==> config.mk <==
export PLATFORM = sky130hd
export DESIGN_NAME = rob_mem_gate
export DESIGN_NICKNAME = d
export VERILOG_FILES = /design/src/rtl/rob_mem_pkg.sv /design/src/rtl/rob_age_rank.sv /design/src/rtl/rob_load_gate.sv /design/src/rtl/rob_oldest_pick.sv /design/src/rtl/rob_mem_gate.sv
export SDC_FILE = /design/constraint.sdc
export NUM_CORES = 1
export LEC_CHECK = 0
export BUFFER_PORTS_ARGS = -buffer_cell sky130_fd_sc_hd__clkbuf_2
export CAP_MARGIN = 20
export CORE_MARGIN = 4
export CORE_UTILIZATION = 50
export CTS_CLUSTER_DIAMETER = 80
export DETAILED_ROUTE_END_ITERATION = 6
export PLACE_DENSITY = 0.84
export SLEW_MARGIN = 30
export SYNTH_ARGS = -nofsm -noshare
export SYNTH_HDL_FRONTEND = slang
export SYNTH_HIERARCHICAL = 1
export SYNTH_SLANG_ARGS = --single-unit
==> constraint.sdc <==
create_clock -name clk -period 16.6 [get_ports clk]
set_input_delay 4.98 -clock clk [delete_from_list [all_inputs] [get_ports clk]]
set_output_delay 4.98 -clock clk [all_outputs]
set_load 0.05 [all_outputs]
==> src/rtl/rob_mem_pkg.sv <==
// Shared kind encoding for reorder-buffer memory ordering.
// Assumes two bits per slot; values are fixed by the producer of ent_kind.
package rob_mem_pkg;
    typedef enum logic [1:0] {
        KIND_OTHER = 2'b00,
        KIND_LOAD  = 2'b01,
        KIND_STORE = 2'b10,
        KIND_FENCE = 2'b11
    } mem_kind_e;
endpackage

==> src/rtl/rob_age_rank.sv <==
// Converts each slot index into its distance from the head pointer.
// Assumes DEPTH is a power of two so the subtraction wraps naturally.
module rob_age_rank #(
    parameter int DEPTH = 8,
    localparam int IDXW = $clog2(DEPTH)
) (
    input  logic [IDXW-1:0]       head,
    output logic [IDXW*DEPTH-1:0] rank
);
    for (genvar i = 0; i < DEPTH; i++) begin : g_rank
        localparam logic [IDXW-1:0] SLOT = IDXW'(i);
        // Distance of slot i from the head, modulo DEPTH.
        always_comb rank[i*IDXW +: IDXW] = SLOT - head;
    end
endmodule

==> src/rtl/rob_load_gate.sv <==
// Per-slot load permission logic. A load is released for memory access
// when no older unfinished store could alias it and no older fence is
// present. Address generation is allowed once all older stores have known
// addresses. Assumes rank gives each slot's distance from the head.
module rob_load_gate
    import rob_mem_pkg::*;
#(
    parameter int DEPTH = 8,
    parameter int AW    = 32,
    localparam int IDXW = $clog2(DEPTH),
    localparam int WLSB = 2
) (
    input  logic [DEPTH-1:0]      ent_valid,
    input  logic [2*DEPTH-1:0]    ent_kind,
    input  logic [DEPTH-1:0]      ent_addr_ok,
    input  logic [DEPTH-1:0]      ent_done,
    input  logic [AW*DEPTH-1:0]   ent_addr,
    input  logic [IDXW*DEPTH-1:0] rank,
    output logic [DEPTH-1:0]      grant,
    output logic [DEPTH-1:0]      agen
);
    for (genvar i = 0; i < DEPTH; i++) begin : g_slot
        logic is_load;
        logic any_block;
        logic any_unknown;

        // Scan every other slot for an older hazard against slot i.
        always_comb begin
            is_load     = ent_valid[i] && !ent_done[i] &&
                          (mem_kind_e'(ent_kind[2*i +: 2]) == KIND_LOAD);
            any_block   = 1'b0;
            any_unknown = 1'b0;
            for (int j = 0; j < DEPTH; j++) begin
                logic older;
                logic st_live;
                older   = rank[j*IDXW +: IDXW] < rank[i*IDXW +: IDXW];
                st_live = ent_valid[j] && !ent_done[j] &&
                          (mem_kind_e'(ent_kind[2*j +: 2]) == KIND_STORE);
                if (older && ent_valid[j] &&
                    mem_kind_e'(ent_kind[2*j +: 2]) == KIND_FENCE)
                    any_block = 1'b1;
                if (older && st_live && !ent_addr_ok[j]) begin
                    any_block   = 1'b1;
                    any_unknown = 1'b1;
                end
                if (older && st_live && ent_addr_ok[j] &&
                    ent_addr[j*AW+WLSB +: AW-WLSB] == ent_addr[i*AW+WLSB +: AW-WLSB])
                    any_block = 1'b1;
            end
        end

        // Final permission bits for slot i.
        always_comb begin
            grant[i] = is_load && ent_addr_ok[i] && !any_block;
            agen[i]  = is_load && !ent_addr_ok[i] && !any_unknown;
        end
    end
endmodule

==> src/rtl/rob_oldest_pick.sv <==
// Chooses the granted slot with the smallest distance from the head.
// Assumes rank values are distinct (a permutation of 0..DEPTH-1).
module rob_oldest_pick #(
    parameter int DEPTH = 8,
    localparam int IDXW = $clog2(DEPTH)
) (
    input  logic [DEPTH-1:0]      req,
    input  logic [IDXW*DEPTH-1:0] rank,
    output logic                  any,
    output logic [IDXW-1:0]       idx
);
    // Linear scan keeping the requester with the lowest rank.
    always_comb begin
        logic [IDXW-1:0] best_rank;
        any       = 1'b0;
        idx       = '0;
        best_rank = '1;
        for (int i = 0; i < DEPTH; i++) begin
            if (req[i] && (!any || rank[i*IDXW +: IDXW] < best_rank)) begin
                any       = 1'b1;
                idx       = IDXW'(i);
                best_rank = rank[i*IDXW +: IDXW];
            end
        end
    end
endmodule

==> src/rtl/rob_mem_gate.sv <==
// Memory ordering gate for a reorder buffer. Releases loads that cannot
// alias an older store, permits a store to write only from the head slot,
// and holds loads behind older fences. All outputs are registered.
// Assumes DEPTH is a power of two and the head slot is the oldest.
module rob_mem_gate
    import rob_mem_pkg::*;
#(
    parameter int DEPTH = 8,
    parameter int AW    = 32,
    localparam int IDXW = $clog2(DEPTH)
) (
    input  logic                  clk,
    input  logic                  rst_n,
    input  logic [DEPTH-1:0]      ent_valid,
    input  logic [2*DEPTH-1:0]    ent_kind,
    input  logic [DEPTH-1:0]      ent_addr_ok,
    input  logic [DEPTH-1:0]      ent_done,
    input  logic [AW*DEPTH-1:0]   ent_addr,
    input  logic [IDXW-1:0]       head,
    output logic [DEPTH-1:0]      load_grant,
    output logic [DEPTH-1:0]      agen_ok,
    output logic                  store_commit,
    output logic                  first_valid,
    output logic [IDXW-1:0]       first_idx
);
    logic [IDXW*DEPTH-1:0] rank;
    logic [DEPTH-1:0]      grant_c;
    logic [DEPTH-1:0]      agen_c;
    logic                  pick_any;
    logic [IDXW-1:0]       pick_idx;
    logic                  commit_c;

    rob_age_rank #(.DEPTH(DEPTH)) u_rank (.head(head), .rank(rank));

    rob_load_gate #(.DEPTH(DEPTH), .AW(AW)) u_gate (
        .ent_valid(ent_valid), .ent_kind(ent_kind), .ent_addr_ok(ent_addr_ok),
        .ent_done(ent_done), .ent_addr(ent_addr), .rank(rank),
        .grant(grant_c), .agen(agen_c)
    );

    rob_oldest_pick #(.DEPTH(DEPTH)) u_pick (
        .req(grant_c), .rank(rank), .any(pick_any), .idx(pick_idx)
    );

    // Head store may write when its address is known and it is unfinished.
    always_comb commit_c = ent_valid[head] && ent_addr_ok[head] && !ent_done[head] &&
                           (mem_kind_e'(ent_kind[2*head +: 2]) == KIND_STORE);

    // Register all decisions; reset clears them.
    always_ff @(posedge clk) begin
        if (!rst_n) begin
            load_grant   <= '0;
            agen_ok      <= '0;
            store_commit <= 1'b0;
            first_valid  <= 1'b0;
            first_idx    <= '0;
        end else begin
            load_grant   <= grant_c;
            agen_ok      <= agen_c;
            store_commit <= commit_c;
            first_valid  <= pick_any;
            first_idx    <= pick_idx;
        end
    end
endmodule

# Yosys cells after proc, flatten, opt, wreduce, memory -nomap -nowiden
# Index checks and enable logic that the tools add are counted.
# word_totals
input_bits,301
output_inout_bits,21
word_cells,940
regBits,21
# op_classes
n_reduce_logical,489
eq_ne,81
magnitude_cmp,72
mux,284
n_addsub,8
shifts,1
# op_table
cell,count
30-bit == test,56
1-bit logical AND,442
1-bit 2-to-1 mux,268
3-bit < comparator,71
1-bit logical NOT,40
"2-bit == test, second input constant",17
3-bit 2-to-1 mux,11
"2-bit by 1-bit == test with 1-bit output, second input constant",8
16-bit by 5-bit indexed part select with 2-bit output,1
"3-bit subtractor, first input constant",4
1-bit binary-select mux with 3-bit select,3
1-bit logical OR,7
"1-bit by 3-bit subtractor with 3-bit output, first input constant",2
"2-bit by 3-bit subtractor with 3-bit output, first input constant",2
"3-bit by 4-bit < comparator with 1-bit output, second input constant",1
2-bit 2-to-1 mux,2

# Longest topological paths before layout
# logic_depth
word_depth,59
mapped_depth,56
depth_no_buf,54

# Hierarchy
# Netlist, hierarchy kept.
# modules_own_cells
mod,area_each_um2,seq_area_each_um2,instances,cells_each
rob_load_gate,13859.5,0.0,1,1886
rob_oldest_pick,1102.3,0.0,1,151
rob_mem_gate,733.2,420.4,1,66
rob_age_rank,201.4,0.0,1,26

# Worst setup path before layout
# OpenSTA, ideal clock, no wires.
# synth_path
path_type,in2reg
start,in head[1]
end,reg first_idx[1]
path_stages,54
setup_time_ns,0.115
required_ns,16.485
t_arrival_ns,14.834
path_slack_ns,1.651
path_buffers,2
path_cell_list,inv_1 > ha_1 > inv_1 > buf_4 > inv_1 > ha_1 > nor2b_1 > o21a_1 > o211a_1 > a2111oi_1 > o2111ai_1 > nor4_1 > and2b_2 > a21oi_1 > inv_1 > ha_1 > nor2_1 > o21a_1 > [18 not listed] > ha_1 > o21a_1 > o221ai_1 > nand2_1 > mux2i_1 > ha_1 > a21oi_1 > o21ai_0 > a21oi_4 > mux2_4 > ha_1 > o21a_1 > o22ai_1 > and2_1 > a41oi_1 > inv_1 > a211o_1 > and2_1
# synth_via
word_cells_on_any_way,704
classes_between,add/sub (8); order compare (71); mux (212); reduce/logical (413)
# synth_rtl
element,line,text
start: declaration,rob_mem_gate.sv:19,"input logic [IDXW-1:0] head,"
1-bit by 3-bit subtractor with 3-bit output *,rob_age_rank.sv:13,always_comb rank[i*IDXW +: IDXW] = SLOT - head;
net rank[1],rob_mem_gate.sv:26,logic [IDXW*DEPTH-1:0] rank;
3-bit < comparator *,rob_load_gate.sv:36,older = rank[j*IDXW +: IDXW] < rank[i*IDXW +: IDXW];
1-bit logical AND (2 in a row),rob_load_gate.sv:39,if (older && ent_valid[j] &&
1-bit 2-to-1 mux,rob_load_gate.sv:39,
1-bit 2-to-1 mux,rob_load_gate.sv:42,if (older && st_live && !ent_addr_ok[j]) begin
1-bit 2-to-1 mux *,rob_load_gate.sv:46,if (older && st_live && ent_addr_ok[j] &&
1-bit 2-to-1 mux *,rob_load_gate.sv:39,
[22 not listed],n/a,
net grant_c[1],rob_mem_gate.sv:27,logic [DEPTH-1:0] grant_c;
[19 not listed],n/a,
1-bit logical OR,rob_oldest_pick.sv:19,if (req[i] && (!any || rank[i*IDXW +: IDXW] < best_rank)) begin
1-bit logical AND,rob_oldest_pick.sv:19,
3-bit 2-to-1 mux or 1-bit 2-to-1 mux (tied branches),rob_oldest_pick.sv:19,
3-bit < comparator or 1-bit logical NOT (tied branches),rob_oldest_pick.sv:19,
1-bit logical OR,rob_oldest_pick.sv:19,
1-bit logical AND,rob_oldest_pick.sv:19,
3-bit 2-to-1 mux *,rob_oldest_pick.sv:19,
net pick_idx[1],rob_mem_gate.sv:30,logic [IDXW-1:0] pick_idx;
end signal: assignment,rob_mem_gate.sv:62,first_idx <= pick_idx;
end: declaration,rob_mem_gate.sv:24,output logic [IDXW-1:0] first_idx
# Mark *: on every way through the listed nets, which the timed path passes. The rest lies on a longest branch.
# A chain may end at the register's enable or synchronous reset.

# Final worst setup path
# layout_path
start,in head[0]
end,reg first_idx[1]
# layout_via
word_cells_on_any_way,704
classes_between,add/sub (8); order compare (71); mux (212); reduce/logical (413)
# layout_rtl
element,line
3-bit subtractor *,rob_age_rank.sv:13
net rank[20],rob_mem_gate.sv:26
3-bit < comparator *,rob_load_gate.sv:36
1-bit logical AND (2 in a row),rob_load_gate.sv:39
1-bit 2-to-1 mux,rob_load_gate.sv:39
1-bit 2-to-1 mux,rob_load_gate.sv:42
1-bit 2-to-1 mux *,rob_load_gate.sv:46
1-bit 2-to-1 mux *,rob_load_gate.sv:39
[4 not listed],n/a
net grant_c[2],rob_mem_gate.sv:27
[15 not listed],n/a
1-bit logical OR,rob_oldest_pick.sv:19
1-bit logical AND,rob_oldest_pick.sv:19
3-bit 2-to-1 mux or 1-bit 2-to-1 mux (tied branches),rob_oldest_pick.sv:19
3-bit < comparator or 1-bit logical NOT (tied branches),rob_oldest_pick.sv:19
1-bit logical OR,rob_oldest_pick.sv:19
1-bit logical AND,rob_oldest_pick.sv:19
3-bit 2-to-1 mux *,rob_oldest_pick.sv:19
net pick_idx[1],rob_mem_gate.sv:30
# Marked as above.

==> out/summary.txt <==
status - finished, violations left
failing checks - DRC
Total Wirelength - 108,000 um
antenna-violating nets left - 0
vias in the first global route - 18,400
Post-Place Cell Area - 0.0170 mm2
number of synthesized flops with an enable pin - 0
PD cells - 42.9 mW/mm2
first-pass GRT wire length - 144,000 um
GRT Util Overall - 0.575
cell count of the worst hold path - 3
fin cells - 2,619
area grow syn2layout - 8.26%
Distinct cells, synth - 100
Worst-Margin Slew - 1230 ps
fmax - 62.9 MHz
CP max-delay cell - xnor2_1
Crit. End Element - flop
hold_sp - ent_valid[7]
Yosys warning count - 6
Startpoint Class - primary input
initial antenna violation count - 3
Worst Path Required - 16,740 ps
CTS Hold Bufs - 0
Max clock buf depth - 2
Static Leak - 6.30 nW
drt via density - 7.61
hpwl dp - 78,700 um
H-tree depth - 1
RSZ-0062 raised after global routing - no
1st-iter DRT viols - 3,821
placed cells - 2,611
WP data arrival - 16,050 ps
Hold/Removal Path Class - in2reg
Most used DFF post-synth - dfxtp_1
I/O pin cnt - 322
Max Cap Viol - 0
Final TNS setup - 0 ps
clock tree sinks - 21
final hold vios - 0
CTS Root Cell - clkbuf_16
Hold Crit Endpoint - store_commit$_SDFF_PN0_
initial core utilization - 0.505
Seq/Total Area, Yosys - 0.0264
Nets - 2,610
maximum fanout along the worst path - 13
Crit Path Class - in2reg
mapped cell area - 0.0159 mm2
Die Y - 186 um
GRT overflow - 0
final setup violation count - 0
die width - 186 um
Period minus WS final - 15,910 ps
total number of vias - 19,900
Mapped Cells - 2,129
max-slew violations - 0
fraction of registers with async set/reset - 0
Rel. slew slack - 0.172
WL per Instance - 41.1 um
Hold WS - 5190 ps
largest net degree at the start of global routing - 30
Synth Register Bits - 21
Buffers on Ports - 305
cell row count - 65
cts bufs inserted - 3
die area - 0.0347 mm2
syn avg cell area - 7.47 um2
Final GP Congestion - 1.32
Clk pin slew, worst setup/hold paths - 60 ps
design area - 0.0172 mm2
core area - 0.0315 mm2
Syn Nets - 2,524
share of cells above drive strength 1 - 0.182
slowest stage delay, CP - 650 ps
CTS tree - built
Max VDD drop - 0.0000292 V
cell mode on critical path - ha_1
First-pass DRT Iterations - 7
fin crit share - 0.958
DRC - 252
[area by class of cell]
class	instances	area, um2
diodes	3	7.51
fillers	3130	14300
multi-input cells	1776	14100
well taps	402	503
repair buffers	341	1790
clock inverters	1	5.00
clock buffers	3	75.1
inverters	72	270
flip-flops and latches	21	420
[Yosys cell counts (33+ instances only)]
| library cell | n | area share |
|---|---|---|
| xnor2_1 | 627 | 0.35 |
| xor2_1 | 219 | 0.12 |
| nand4_1 | 188 | 0.074 |
| clkbuf_1 | 146 | 0.034 |
| nor4_1 | 101 | 0.040 |
| ha_1 | 94 | 0.074 |
| buf_2 | 79 | 0.025 |
| nand2_1 | 75 | 0.018 |
| inv_1 | 72 | 0.017 |
| nand3_1 | 42 | 0.013 |
| o21ai_0 | 40 | 0.013 |
| and2_1 | 33 | 0.013 |
[metal layers]
| layer | vias to the layer above | wire length (um) | track usage | part of all wire |
|---|---|---|---|---|
| met3 | 879 | 18100 | 0.326 | 0.17 |
| met1 | 9286 | 34200 | 0.598 | 0.32 |
| met2 | 2245 | 40700 | 0.801 | 0.38 |
| met5 | - | 97 | 0.0124 | 0.00090 |
| met4 | 4 | 14500 | 0.559 | 0.13 |
| li1 | 7529 | - | - | - |
[power breakdown]
group          total, mW  leakage, nW  internal (mW)  switching, mW
Clock             0.0515       0.0409         0.0324         0.0192
Sequential        0.0518        0.170         0.0514       0.000336
Combinational      0.634         6.09          0.214          0.421
[flip-flops by register name (all words and copies together), names as in the netlist]
register      cells
agen_ok           8
load_grant        8
store_commit      1
first_valid       1
first_idx         3
[worst max path at each step]
stage | slack, ps | cells past startpoint | from | endpoint
4_1_cts | 840 | 52 | head[0] | first_idx[1]$_SDFF_PN0_
5_1_grt | 70 | 54 | head[0] | first_idx[1]$_SDFF_PN0_
2_1_floorplan | 1650 | 54 | head[1] | first_idx[1]$_SDFF_PN0_
3_3_place_gp | 890 | 52 | head[0] | first_idx[1]$_SDFF_PN0_
3_5_place_dp | 640 | 52 | head[0] | first_idx[1]$_SDFF_PN0_
6_report | 690 | 48 | head[0] | first_idx[1]$_SDFF_PN0_
[placed cells by master (no fill, tap or decap), drive strengths merged, types with 24 or more instances in the layout]
master,instances
a21oi,27
clkbuf,308
and3,24
nand4,188
buf,36
nand2,76
inv,72
nor2b,29
nor2,30
nor4,102
nand3,42
o21ai,45
ha,94
xor2,219
and2,33
xnor2,627
[worst max-delay path, delay by kind of cell]
kind / cells / cell delay [ps]
mux: 3 / 840
xor+xnor: 1 / 650
buf+inv: 6 / 820
compound gates: 20 / 4420
fa+ha+maj: 7 / 2050
simple gates: 11 / 2260
[metrics by stage]
stage	total power, mW	util	worst slack [ps]
after floorplan	0.441	-	1650
after global placement	0.621	0.540	890
after detailed placement	0.631	0.541	643
after CTS	0.684	0.543	844
after global routing	0.745	0.547	70.1
final	0.738	0.547	692
[cells by family (layout without fill, tap and decap cells)]
| kind of cell | count (synthesis) | count (layout) | share of synthesized area |
|---|---|---|---|
| multiplexers | 7 | 7 | 0.00535 |
| buffers and inverters | 332 | 417 | 0.0922 |
| XOR/XNOR | 846 | 846 | 0.466 |
| AND/OR/NAND/NOR | 615 | 615 | 0.234 |
| other | 0 | 3 | 0 |
| flip-flops | 21 | 21 | 0.0264 |
| adder cells (fa/ha/maj) | 94 | 94 | 0.0740 |
| AO/OA/AOI/OAI | 214 | 214 | 0.102 |
[what timing repair did]
item | in CTS | in global routing
gates resized for setup | 0 | 7
setup buffers | 0 | 0
endpoints found under the setup margin | 0 | 3
hold endpoints to repair | 0 | 0
No activity file was read; power rests on OpenSTA's default activity.
